<file path="src/rtl/rc_alu_pkg.sv">
package rc_alu_pkg;
  typedef enum logic [1:0] {
    OP_AND   = 2'b00,
    OP_OR    = 2'b01,
    OP_ARITH = 2'b10,
    OP_NONE  = 2'b11
  } alu_op_e;
endpackage

</file>
<file path="src/rtl/rc_alu_slice.sv">
module rc_alu_slice
  import rc_alu_pkg::*;
(
  input  logic    a,
  input  logic    b,
  input  logic    b_inv,
  input  logic    cin,
  input  alu_op_e op,
  output logic    res,
  output logic    cout
);
  logic b_eff;
  logic half;
  logic sum;

  assign b_eff = b ^ b_inv;
  assign half  = a ^ b_eff;
  assign sum   = half ^ cin;
  assign cout  = (a & b_eff) | (cin & half);

  always_comb begin
    unique case (op)
      OP_AND:   res = a & b_eff;
      OP_OR:    res = a | b_eff;
      OP_ARITH: res = sum;
      default:  res = 1'b0;
    endcase
  end
endmodule

</file>
<file path="src/rtl/rc_alu_chain.sv">
module rc_alu_chain
  import rc_alu_pkg::*;
#(
  parameter int W = 32
) (
  input  logic [W-1:0] a,
  input  logic [W-1:0] b,
  input  logic         b_inv,
  input  alu_op_e      op,
  output logic [W-1:0] res,
  output logic         cout
);
  logic [W:0] carry;

  // Subtract injects the +1 of the two's complement at bit 0.
  assign carry[0] = b_inv;

  for (genvar i = 0; i < W; i++) begin : g_slice
    rc_alu_slice u_slice (
      .a     (a[i]),
      .b     (b[i]),
      .b_inv (b_inv),
      .cin   (carry[i]),
      .op    (op),
      .res   (res[i]),
      .cout  (carry[i+1])
    );
  end

  assign cout = carry[W];
endmodule

</file>
<file path="src/rtl/rc_alu_outreg.sv">
module rc_alu_outreg #(
  parameter int W = 32
) (
  input  logic         clk,
  input  logic         rst,
  input  logic [W-1:0] d_res,
  input  logic         d_cout,
  output logic [W-1:0] q_res,
  output logic         q_cout
);
  always_ff @(posedge clk) begin
    if (rst) begin
      q_res  <= '0;
      q_cout <= 1'b0;
    end else begin
      q_res  <= d_res;
      q_cout <= d_cout;
    end
  end
endmodule

</file>
<file path="src/rtl/rc_alu.sv">
module rc_alu
  import rc_alu_pkg::*;
#(
  parameter int W = 32
) (
  input  logic         clk,
  input  logic         rst,
  input  logic [W-1:0] opnd_a,
  input  logic [W-1:0] opnd_b,
  input  logic [1:0]   op_sel,
  input  logic         b_inv,
  output logic [W-1:0] result,
  output logic         carry_out
);
  logic [W-1:0] comb_res;
  logic         comb_cout;

  rc_alu_chain #(.W(W)) u_chain (
    .a     (opnd_a),
    .b     (opnd_b),
    .b_inv (b_inv),
    .op    (alu_op_e'(op_sel)),
    .res   (comb_res),
    .cout  (comb_cout)
  );

  rc_alu_outreg #(.W(W)) u_outreg (
    .clk    (clk),
    .rst    (rst),
    .d_res  (comb_res),
    .d_cout (comb_cout),
    .q_res  (result),
    .q_cout (carry_out)
  );
endmodule

</file>
<file path="config.mk">
export PLATFORM = sky130hd
export DESIGN_NAME = rc_alu
export DESIGN_NICKNAME = d
export VERILOG_FILES = /design/src/rtl/rc_alu_pkg.sv /design/src/rtl/rc_alu_slice.sv /design/src/rtl/rc_alu_chain.sv /design/src/rtl/rc_alu_outreg.sv /design/src/rtl/rc_alu.sv
export SDC_FILE = /design/constraint.sdc
export NUM_CORES = 1
export LEC_CHECK = 0
export BUFFER_PORTS_ARGS = -buffer_cell sky130_fd_sc_hd__buf_4
export CORE_MARGIN = 2
export CORE_UTILIZATION = 35
export DETAILED_ROUTE_END_ITERATION = 10
export PLACE_DENSITY = 0.55
export SYNTH_ARGS = -nofsm -noshare
export SYNTH_HDL_FRONTEND = slang
export SYNTH_HIERARCHICAL = 1
export SYNTH_SLANG_ARGS = --single-unit
</file>
<file path="constraint.sdc">
create_clock -name clk -period 23.8 [get_ports clk]
set_clock_uncertainty 0.05 [all_clocks]
set_input_delay 7.14 -clock clk [delete_from_list [all_inputs] [get_ports clk]]
set_output_delay 7.14 -clock clk [all_outputs]
set_load 0.05 [all_outputs]
</file>
## Word-level counts from Yosys, hierarchy flattened

Index checks and enable logic that the tools add are counted.

- Memory bits (read-only): 0
- Latch bits: 0
- RAM bits: 0
- Register bits after elaboration: 33
- Memories: 0

- Order comparisons: 0
- Bitwise operators: 224
- Muxes and demuxes: 32
- Add/subtract/negate cells: 0
- Div/mod/pow operators: 0
- Reductions and logical operators: 1
- Multipliers: 0
- Shift-type cells: 0
- Equality and inequality tests: 2

Operators by type and width:

| cell | number |
|---|---|
| $pmux 1 s3 | 32 |
| $xor 1x1->1 | 96 |
| $and 1x1->1 | 64 |
| $or 1x1->1 | 64 |
| $eq 2x1->1 const B | 1 |
| $eq 2x2->1 const B | 1 |
| $logic_not 2->1 | 1 |

## Depth between registers and ports, before layout

Gate-level depths: netlist (run 1).

- Depth after elaboration: 66
- Mapped depth: 99
- Mapped depth without buffers: 99

## By module

Netlist (run 1), hierarchy kept.

Modules (own cells, without submodules):

| module | cells each | times used | area each (µm²) |
|---|---|---|---|
| rc_alu_slice | 12 | 32 | 93.8 |
| rc_alu_outreg | 69 | 1 | 889.6 |

## Least setup slack after synthesis (run 1)

No wires, ideal clock.

- Path type: input port to flip-flop
- From: input port b_inv
- To: register u_outreg.q_res[31]
- Cell stages on the path: 99
- Path buffers: 0
- Library setup time: 65 ps
- Setup slack: 1005 ps
- Required time: 23685 ps
- Arrival: 22680 ps
- Cells stage by stage: xor2_1 inv_1 fa_1 inv_1 inv_1 fa_1 inv_1 inv_1 fa_1 inv_1 inv_1 fa_1 inv_1 inv_1 fa_1 inv_1 inv_1 fa_1 [... 63 more ...] inv_1 inv_1 fa_1 inv_1 inv_1 fa_1 inv_1 inv_1 fa_1 inv_1 inv_1 fa_1 inv_1 inv_1 fa_1 and2_1 o32ai_1 nor2b_1

- Longest elaborated chain between the ends: 66
- Elaborated cells on any way between the ends: 161
- Classes of those cells: mux (1); bitwise (160)

Ends and longest elaborated chain:

| what | line | text |
|---|---|---|
| start, declared | rc_alu.sv:11 | `input logic b_inv,` |
| $xor 1x1->1 | rc_alu_slice.sv:16 | `assign b_eff = b ^ b_inv;` |
| $xor 1x1->1 | rc_alu_slice.sv:17 | `assign half = a ^ b_eff;` |
| $and 1x1->1 | rc_alu_slice.sv:19 | `assign cout = (a & b_eff) \| (cin & half);` |
| $or 1x1->1 * | rc_alu_slice.sv:19 |  |
| net u_chain.carry[1] | rc_alu_chain.sv:13 | `logic [W:0] carry;` |
| $and 1x1->1 * | rc_alu_slice.sv:19 |  |
| $or 1x1->1 * | rc_alu_slice.sv:19 |  |
| net u_chain.carry[2] | rc_alu_chain.sv:13 |  |
| [... 2 more ...] | -- |  |
| net u_chain.carry[3] | rc_alu_chain.sv:13 |  |
| [... 2 more ...] | -- |  |
| net u_chain.carry[4] | rc_alu_chain.sv:13 |  |
| [... 2 more ...] | -- |  |
| net u_chain.carry[5] | rc_alu_chain.sv:13 |  |
| [... 2 more ...] | -- |  |
| net u_chain.carry[6] | rc_alu_chain.sv:13 |  |
| [... 2 more ...] | -- |  |
| net u_chain.carry[7] | rc_alu_chain.sv:13 |  |
| [... 2 more ...] | -- |  |
| net u_chain.carry[8] | rc_alu_chain.sv:13 |  |
| [... 2 more ...] | -- |  |
| net u_chain.carry[9] | rc_alu_chain.sv:13 |  |
| [... 2 more ...] | -- |  |
| net u_chain.carry[10] | rc_alu_chain.sv:13 |  |
| [... 2 more ...] | -- |  |
| net u_chain.carry[11] | rc_alu_chain.sv:13 |  |
| [... 2 more ...] | -- |  |
| net u_chain.carry[12] | rc_alu_chain.sv:13 |  |
| [... 2 more ...] | -- |  |
| net u_chain.carry[13] | rc_alu_chain.sv:13 |  |
| [... 2 more ...] | -- |  |
| net u_chain.carry[14] | rc_alu_chain.sv:13 |  |
| [... 2 more ...] | -- |  |
| net u_chain.carry[15] | rc_alu_chain.sv:13 |  |
| [... 2 more ...] | -- |  |
| net u_chain.carry[16] | rc_alu_chain.sv:13 |  |
| [... 2 more ...] | -- |  |
| net u_chain.carry[17] | rc_alu_chain.sv:13 |  |
| [... 2 more ...] | -- |  |
| net u_chain.carry[18] | rc_alu_chain.sv:13 |  |
| [... 2 more ...] | -- |  |
| net u_chain.carry[19] | rc_alu_chain.sv:13 |  |
| [... 2 more ...] | -- |  |
| net u_chain.carry[20] | rc_alu_chain.sv:13 |  |
| [... 2 more ...] | -- |  |
| net u_chain.carry[21] | rc_alu_chain.sv:13 |  |
| [... 2 more ...] | -- |  |
| net u_chain.carry[22] | rc_alu_chain.sv:13 |  |
| [... 2 more ...] | -- |  |
| net u_chain.carry[23] | rc_alu_chain.sv:13 |  |
| [... 2 more ...] | -- |  |
| net u_chain.carry[24] | rc_alu_chain.sv:13 |  |
| [... 2 more ...] | -- |  |
| net u_chain.carry[25] | rc_alu_chain.sv:13 |  |
| [... 2 more ...] | -- |  |
| net u_chain.carry[26] | rc_alu_chain.sv:13 |  |
| [... 2 more ...] | -- |  |
| net u_chain.carry[27] | rc_alu_chain.sv:13 |  |
| [... 2 more ...] | -- |  |
| net u_chain.carry[28] | rc_alu_chain.sv:13 |  |
| [... 2 more ...] | -- |  |
| net u_chain.carry[29] | rc_alu_chain.sv:13 |  |
| [... 1 more ...] | -- |  |
| $or 1x1->1 * | rc_alu_slice.sv:19 |  |
| net u_chain.carry[30] | rc_alu_chain.sv:13 |  |
| $and 1x1->1 * | rc_alu_slice.sv:19 |  |
| $or 1x1->1 * | rc_alu_slice.sv:19 |  |
| net u_chain.carry[31] | rc_alu_chain.sv:13 |  |
| $xor 1x1->1 * | rc_alu_slice.sv:18 | `assign sum = half ^ cin;` |
| $pmux 1 s3 * | rc_alu_slice.sv:22 | `unique case (op)` |
| net comb_res[31] | rc_alu.sv:15 | `logic [W-1:0] comb_res;` |
| end signal, assigned | rc_alu_outreg.sv:16 | `q_res <= d_res;` |
| end, declared | rc_alu_outreg.sv:8 | `output logic [W-1:0] q_res,` |

Mark *: on every way through the listed nets, which the timed path passes. The rest lies on a longest branch.
A chain may end at the register's enable or synchronous reset.

## Worst setup path after layout (run 1)

- From: input port opnd_b[0]
- To: register u_outreg.q_res[31]

- Longest elaborated chain between the ends: 66
- Elaborated cells on any way between the ends: 67
- Classes of those cells: mux (1); bitwise (66)

Ends and longest elaborated chain:

| what | line | text |
|---|---|---|
| start, declared | rc_alu.sv:9 | `input logic [W-1:0] opnd_b,` |
| $xor 1x1->1 * | rc_alu_slice.sv:16 |  |
| $xor 1x1->1 | rc_alu_slice.sv:17 |  |
| $and 1x1->1 | rc_alu_slice.sv:19 |  |
| $or 1x1->1 * | rc_alu_slice.sv:19 |  |
| net u_chain.carry[1] | rc_alu_chain.sv:13 |  |
| $and 1x1->1 * | rc_alu_slice.sv:19 |  |
| $or 1x1->1 * | rc_alu_slice.sv:19 |  |
| net u_chain.carry[2] | rc_alu_chain.sv:13 |  |
| [... 2 more ...] | -- |  |
| net u_chain.carry[3] | rc_alu_chain.sv:13 |  |
| [... 2 more ...] | -- |  |
| net u_chain.carry[4] | rc_alu_chain.sv:13 |  |
| [... 2 more ...] | -- |  |
| net u_chain.carry[5] | rc_alu_chain.sv:13 |  |
| [... 2 more ...] | -- |  |
| net u_chain.carry[6] | rc_alu_chain.sv:13 |  |
| [... 2 more ...] | -- |  |
| net u_chain.carry[7] | rc_alu_chain.sv:13 |  |
| [... 2 more ...] | -- |  |
| net u_chain.carry[8] | rc_alu_chain.sv:13 |  |
| [... 2 more ...] | -- |  |
| net u_chain.carry[9] | rc_alu_chain.sv:13 |  |
| [... 2 more ...] | -- |  |
| net u_chain.carry[10] | rc_alu_chain.sv:13 |  |
| [... 2 more ...] | -- |  |
| net u_chain.carry[11] | rc_alu_chain.sv:13 |  |
| [... 2 more ...] | -- |  |
| net u_chain.carry[12] | rc_alu_chain.sv:13 |  |
| [... 2 more ...] | -- |  |
| net u_chain.carry[13] | rc_alu_chain.sv:13 |  |
| [... 2 more ...] | -- |  |
| net u_chain.carry[14] | rc_alu_chain.sv:13 |  |
| [... 2 more ...] | -- |  |
| net u_chain.carry[15] | rc_alu_chain.sv:13 |  |
| [... 2 more ...] | -- |  |
| net u_chain.carry[16] | rc_alu_chain.sv:13 |  |
| [... 2 more ...] | -- |  |
| net u_chain.carry[17] | rc_alu_chain.sv:13 |  |
| [... 2 more ...] | -- |  |
| net u_chain.carry[18] | rc_alu_chain.sv:13 |  |
| [... 2 more ...] | -- |  |
| net u_chain.carry[19] | rc_alu_chain.sv:13 |  |
| [... 2 more ...] | -- |  |
| net u_chain.carry[20] | rc_alu_chain.sv:13 |  |
| [... 2 more ...] | -- |  |
| net u_chain.carry[21] | rc_alu_chain.sv:13 |  |
| [... 2 more ...] | -- |  |
| net u_chain.carry[22] | rc_alu_chain.sv:13 |  |
| [... 2 more ...] | -- |  |
| net u_chain.carry[23] | rc_alu_chain.sv:13 |  |
| [... 2 more ...] | -- |  |
| net u_chain.carry[24] | rc_alu_chain.sv:13 |  |
| [... 2 more ...] | -- |  |
| net u_chain.carry[25] | rc_alu_chain.sv:13 |  |
| [... 2 more ...] | -- |  |
| net u_chain.carry[26] | rc_alu_chain.sv:13 |  |
| [... 2 more ...] | -- |  |
| net u_chain.carry[27] | rc_alu_chain.sv:13 |  |
| [... 2 more ...] | -- |  |
| net u_chain.carry[28] | rc_alu_chain.sv:13 |  |
| [... 2 more ...] | -- |  |
| net u_chain.carry[29] | rc_alu_chain.sv:13 |  |
| [... 1 more ...] | -- |  |
| $or 1x1->1 * | rc_alu_slice.sv:19 |  |
| net u_chain.carry[30] | rc_alu_chain.sv:13 |  |
| $and 1x1->1 * | rc_alu_slice.sv:19 |  |
| $or 1x1->1 * | rc_alu_slice.sv:19 |  |
| net u_chain.carry[31] | rc_alu_chain.sv:13 |  |
| $xor 1x1->1 * | rc_alu_slice.sv:18 |  |
| $pmux 1 s3 * | rc_alu_slice.sv:22 |  |
| net comb_res[31] | rc_alu.sv:15 |  |

Marks and branches as above.

==> flow_metrics.py, run 1 <==
metrics = {
    "run_status": {
        "status": "complete, no violations",
    },
    "yosys": {
        "synth_fp_nets": 618,
        "syn-instance-count": 453,
        "ys_seq_elements": 33,
        "synth-seq-area-share_pct": 17.0,
        "syn_area_um2": 3890,
        "avgSynthCellArea_um2": 8.59,
        "ys_types": 11,
        "yosysWarningCount": 6,
    },
    "finish": {
        "drive_gt1_share_pct": 23.0,
        "area_delta_synth_final_pct": 28.4,
        "nets": 729,
        "final_common_cell": "inv_1",
        "final_cells": 704,
        "antennaDiodeCount": 0,
        "final_cell_mix": "inv_1, buf_4, ha_1, nor2b_1, dfxtp_1",
        "fin_area_um2": 5000,
    },
    "routing": {
        "vias": 3039,
        "drc_errors": 0,
        "drtIter0Drc": 87,
        "wl_per_cell_um": 11.6,
        "final_antenna_net_count": 0,
        "drt_first_pass_iters": 4,
        "drt-total-wl_um": 8200,
        "viasPerCell": 4.32,
    },
    "sta": {
        "tightest_slew_ns": 0.769,
        "timing.slew.headroom_pct": 48.7,
        "drv_slew": 0,
        "layout_min_cycle_time_ns": 22.76,
        "finalHoldViolCount": 0,
        "period_share_pct": 95.6,
        "whs_ns": 7.22,
        "setup_viol": 0,
        "grt_setup_unrepaired": "false",
        "fmax_mhz": 43.9,
    },
    "floorplanning": {
        "initial_core_util_pct": 35.9,
        "dieArea_um2": 12000,
        "coreArea_um2": 10800,
        "fp.dieW_um": 109,
        "ios": 102,
        "rows": 38,
        "die_y_um": 109,
    },
    "clock_tree": {
        "clk_path_buf_depth": 2,
        "cts_inserted_buffers": 5,
        "cts.sinks": 33,
        "cts.clk_slew.worst_paths_ns": 0.07,
        "h-tree-depth": 2,
        "root_buffer": "clkbuf_8",
        "cts_tree": "built",
        "cts-hold-fix-buffers": 0,
    },
    "setup_path": {
        "arrival_ns": 22.94,
        "cpPeakStageDelay_ns": 0.42,
        "cp_top_family": "adder cells",
        "start_kind": "input port",
        "worst-endpoint-required_ns": 23.98,
        "cpMostUsedCell": "inv_1",
        "cp_num_buf_inv": 64,
        "cp_slowest_cell": "fa_1",
        "crit_type": "in -> reg",
        "cp-end-kind": "flip-flop",
        "critPathMaxFanout": 2,
    },
    "grt": {
        "gr-usage-all-layers_pct": 13.8,
        "grt_first_pass_wirelength_um": 13000,
        "grt_overflow_total": 0,
        "antenna_found_initial": 0,
        "grt_max_degree": 97,
        "grt_pass1_vias": 2915,
    },
    "pwr": {
        "ir_drop_uv": 25.3,
        "cellPowerDensity_nw_per_um2": 42.1,
        "power_leakage_uw": 0.00273,
    },
    "placement": {
        "io_buffers": 101,
        "dpl.cell_count": 697,
        "placed_area_um2": 4850,
        "gp_congestion": 0.713,
        "dp_hpwl_um": 5880,
    },
    "worst_hold_path": {
        "min_to": "u_outreg/q_res[7]",
        "hold_path_depth": 2,
        "min_from": "rst",
        "hp-class": "in -> reg",
    },
    "run": {
        "maxCapViolCount": 0,
    },
}
-- power breakdown --
part           switching, uW  internal (uW)  total, uW  leakage (uW)
clock network           22.9           23.0       45.9     0.0000443
registers               1.43           60.2       61.6      0.000273
logic                   59.6           43.4        103       0.00241
total                   84.0            127        211       0.00273
-- registers in the layout, indices dropped and copies added (netlist names) --
name,count
u_outreg/q_cout,1
u_outreg/q_res,32
-- how the worst max path moves through the flow --
stage	slack (ns)	endpoint	start	depth (start not counted)
2_1_floorplan	1.01	u_outreg/q_res[31]	b_inv	99
4_1_cts	0.21	u_outreg/q_res[31]	b_inv	100
3_5_place_dp	0.002	u_outreg/q_res[31]	b_inv	100
5_1_grt	0.01	u_outreg/q_res[31]	opnd_b[0]	100
6_report	1.04	u_outreg/q_res[31]	opnd_b[0]	100
3_3_place_gp	-0.02	u_outreg/q_res[31]	b_inv	100
-- cells by family after synthesis --
logic type	after synthesis	share of synthesized area, %
xor+xnor	32	7.20
compound gates	32	7.20
buf+inv	131	12.9
simple gates	129	18.7
fa+ha+maj	96	37.0
flops	33	17.0
-- metrics by stage --
step	TNS, ns	worst slack [ns]	power, uW	utilization (%)
6_report	0	1.04	211	46.1
3_3_place_gp	-0.0214	-0.0214	161	44.7
5_1_grt	0	0.0139	229	46.1
3_5_place_dp	0	0.00171	165	44.7
4_1_cts	0	0.206	213	45.5
2_1_floorplan	0	1.01	130	-
-- cell type report --
class	count	area, um2
Clock buffer	7	86.3
Multi-Input combinational cell	289	2790
Fill cell	1075	5840
Sequential cell	33	661
Timing Repair Buffer	107	807
Inverter	128	480
Tap cell	140	175
-- Yosys cell counts, drive strengths merged --
library cell | instances | area share [%]
inv | 128 | 12
ha | 64 | 21
dfxtp | 33 | 17
nor2b | 33 | 5.3
and2 | 32 | 5.1
fa | 32 | 16
nand2b | 32 | 5.1
nor2 | 32 | 3.1
o32ai | 32 | 7.2
xor2 | 32 | 7.2
buf | 3 | 0.58
-- what timing repair did --
action / in CTS / in global routing
setup buffers: 0 / 0
resized for setup: 0 / 19
setup endpoints to repair: 0 / 3
-- per-layer routing --
| layer | share of wire (%) | GRT usage, % | vias to the layer above |
|---|---|---|---|
| li1 | - | - | 1549 |
| met2 | 49 | 24.3 | 69 |
| met3 | 6.4 | 3.73 | 2 |
| met4 | 0.29 | 3.07 | 0 |
| met1 | 44 | 16.8 | 1419 |
| met5 | 0 | 0 | - |
No activity file was read; power rests on OpenSTA's default activity.
==> run 2: changes to the inputs <==
- PLACE_DENSITY: 0.55 -> 0.62
==> run 2 against run 1 <==
Global-route usage grew 0.075 points. Combinational power is essentially flat. Non-clock buffer count shrank 4. Die area is the same. Cell count shrank 0.43%. Core utilization shrank 0.38 points. Sequential cell count is the same. Sequential power is essentially flat. Critical path type unchanged.
==> flow_metrics.py, run 2 (synthesized netlist as in run 1, its figures left out) <==
metrics = {
    "sta": {
        "setup_viol": 0,
        "timing.slew.headroom_pct": 50.1,
        "drv_slew": 0,
        "layout_min_cycle_time_ns": 22.68,
        "tightest_slew_ns": 0.748,
        "period_share_pct": 95.3,
        "tns_ns": 0,
        "fmax_mhz": 44.1,
        "finalHoldViolCount": 0,
    },
    "setup_path": {
        "cpMostUsedCell": "inv_1",
        "arrival_ns": 22.86,
        "critPathMaxFanout": 3,
        "cp-end-kind": "flip-flop",
        "cp_slowest_cell": "fa_1",
        "crit_type": "in -> reg",
        "start_kind": "input port",
        "worst-endpoint-required_ns": 23.98,
        "cpPeakStageDelay_ns": 0.44,
    },
    "finish": {
        "final_common_cell": "inv_1",
        "fin_area_um2": 4960,
        "reg.largest.list": "u_outreg/q_res (32), u_outreg/q_cout (1)",
        "final_cell_mix": "inv_1, buf_4, ha_1, nor2b_1, dfxtp_1",
        "nets": 725,
        "top_register": "u_outreg/q_res",
        "area_delta_synth_final_pct": 27.3,
        "final_cells": 701,
        "drive_gt1_share_pct": 23.0,
        "fill_cells": 1091,
        "antennaDiodeCount": 0,
        "largest_reg_flops": 32,
    },
    "routing": {
        "drtIter0Drc": 96,
        "drc_errors": 0,
        "vias": 3008,
        "drt_first_pass_iters": 4,
        "final_antenna_net_count": 0,
        "viasPerCell": 4.29,
        "wl_per_cell_um": 11.5,
        "drt-total-wl_um": 8090,
    },
    "floorplanning": {
        "ios": 102,
        "dieArea_um2": 12000,
        "rows": 38,
        "die_y_um": 109,
        "fp.dieW_um": 109,
        "coreArea_um2": 10800,
        "initial_core_util_pct": 35.9,
    },
    "placement": {
        "dpl.cell_count": 693,
        "io_buffers": 101,
        "dp_hpwl_um": 5870,
        "gp_congestion": 0.730,
        "placed_area_um2": 4820,
    },
    "pwr": {
        "cellPowerDensity_nw_per_um2": 41.8,
        "intPower_uw": 123,
        "comb_power_share_pct": 49.2,
        "clkPwrFrac_pct": 21.0,
        "ir_drop_uv": 19.9,
        "netSwitchingPower_uw": 84.0,
        "p_sw_share_pct": 40.6,
        "pwr-share-seq_pct": 29.8,
        "power_leakage_uw": 0.00270,
    },
    "run": {
        "maxCapViolCount": 0,
    },
    "grt": {
        "gr-usage-all-layers_pct": 13.9,
        "grt_pass1_vias": 2938,
        "antenna_found_initial": 0,
        "grt_overflow_total": 0,
        "grt_max_degree": 97,
        "grt_first_pass_wirelength_um": 13000,
    },
    "run_status": {
        "status": "complete, no violations",
    },
    "worst_hold_path": {
        "hp-class": "in -> reg",
    },
    "clock_tree": {
        "root_buffer": "clkbuf_8",
        "clk_path_buf_depth": 2,
        "cts.clk_slew.worst_paths_ns": 0.08,
        "cts.sinks": 33,
        "cts_tree": "built",
        "h-tree-depth": 2,
        "cts_inserted_buffers": 5,
    },
}
## run 2: changes by cell type in the layout (fill, tap and decap cells not counted), sizes merged
cell    previous run  this run
clkinv             0         2
buf              107       103
clkbuf             7         6
## run 2: worst paths after layout
check	startpoint	endpoint	cells after the start
min	rst	u_outreg/q_res[13]	2
max	b_inv	u_outreg/q_res[31]	100
## run 2: per-stage QoR
stage / utilization, % / setup WS, ns / power, uW / hold WS, ns
floorplan: - / 1.01 / 130 / 7.16
detailed placement: 44.4 / -0.0782 / 164 / 7.54
finish: 45.7 / 1.12 / 207 / 7.22
global route: 45.7 / -0.0220 / 227 / 7.23
CTS: 45.2 / 0.176 / 210 / 7.20
global placement: 44.4 / 0.0623 / 159 / 7.53
## run 2: final cells by class
| class | instances | area [um2] | area share, % |
|---|---|---|---|
| inverters | 128 | 480 | 9.69 |
| repair buffers | 103 | 773 | 15.6 |
| flip-flops and latches | 33 | 661 | 13.3 |
| clock inverters | 2 | 10.0 | 0.202 |
| clock buffers | 6 | 72.6 | 1.46 |
| multi-input cells | 289 | 2780 | 56.2 |
| well taps | 140 | 175 | 3.53 |
## run 2: worst max-delay path: cells and delay by family
family / cells / cell delay [ns]
compound gates: 1 / 0.22
xor+xnor: 1 / 0.18
fa+ha+maj: 32 / 11.50
buf+inv: 64 / 3.48
simple gates: 2 / 0.32
## run 2: per-layer routing
layer / GRT usage, % / vias to the layer above / share of wire [%]
li1: - / 1545 / -
met1: 17.1 / 1384 / 45
met2: 23.6 / 70 / 48
met3: 3.50 / 9 / 5.8
met4: 4.88 / 0 / 1.2
met5: 0 / - / 0
## run 2: what timing repair did
| item | in CTS | in global routing |
|---|---|---|
| endpoints found under the hold margin | 0 | 0 |
| hold buffers | 0 | 0 |
| setup buffers | 0 | 0 |
| setup endpoints to repair | 0 | 3 |
| resized for setup | 0 | 19 |
## run 2: power groups by stage
stage	clock network [uW]	logic, uW	registers, uW
floorplan	0	49.9	80.4
detailed placement	0	101	63.1
global route	48.9	116	62.1
finish	43.5	102	61.7
global placement	0	96.3	63.0
CTS	47.2	101	61.8
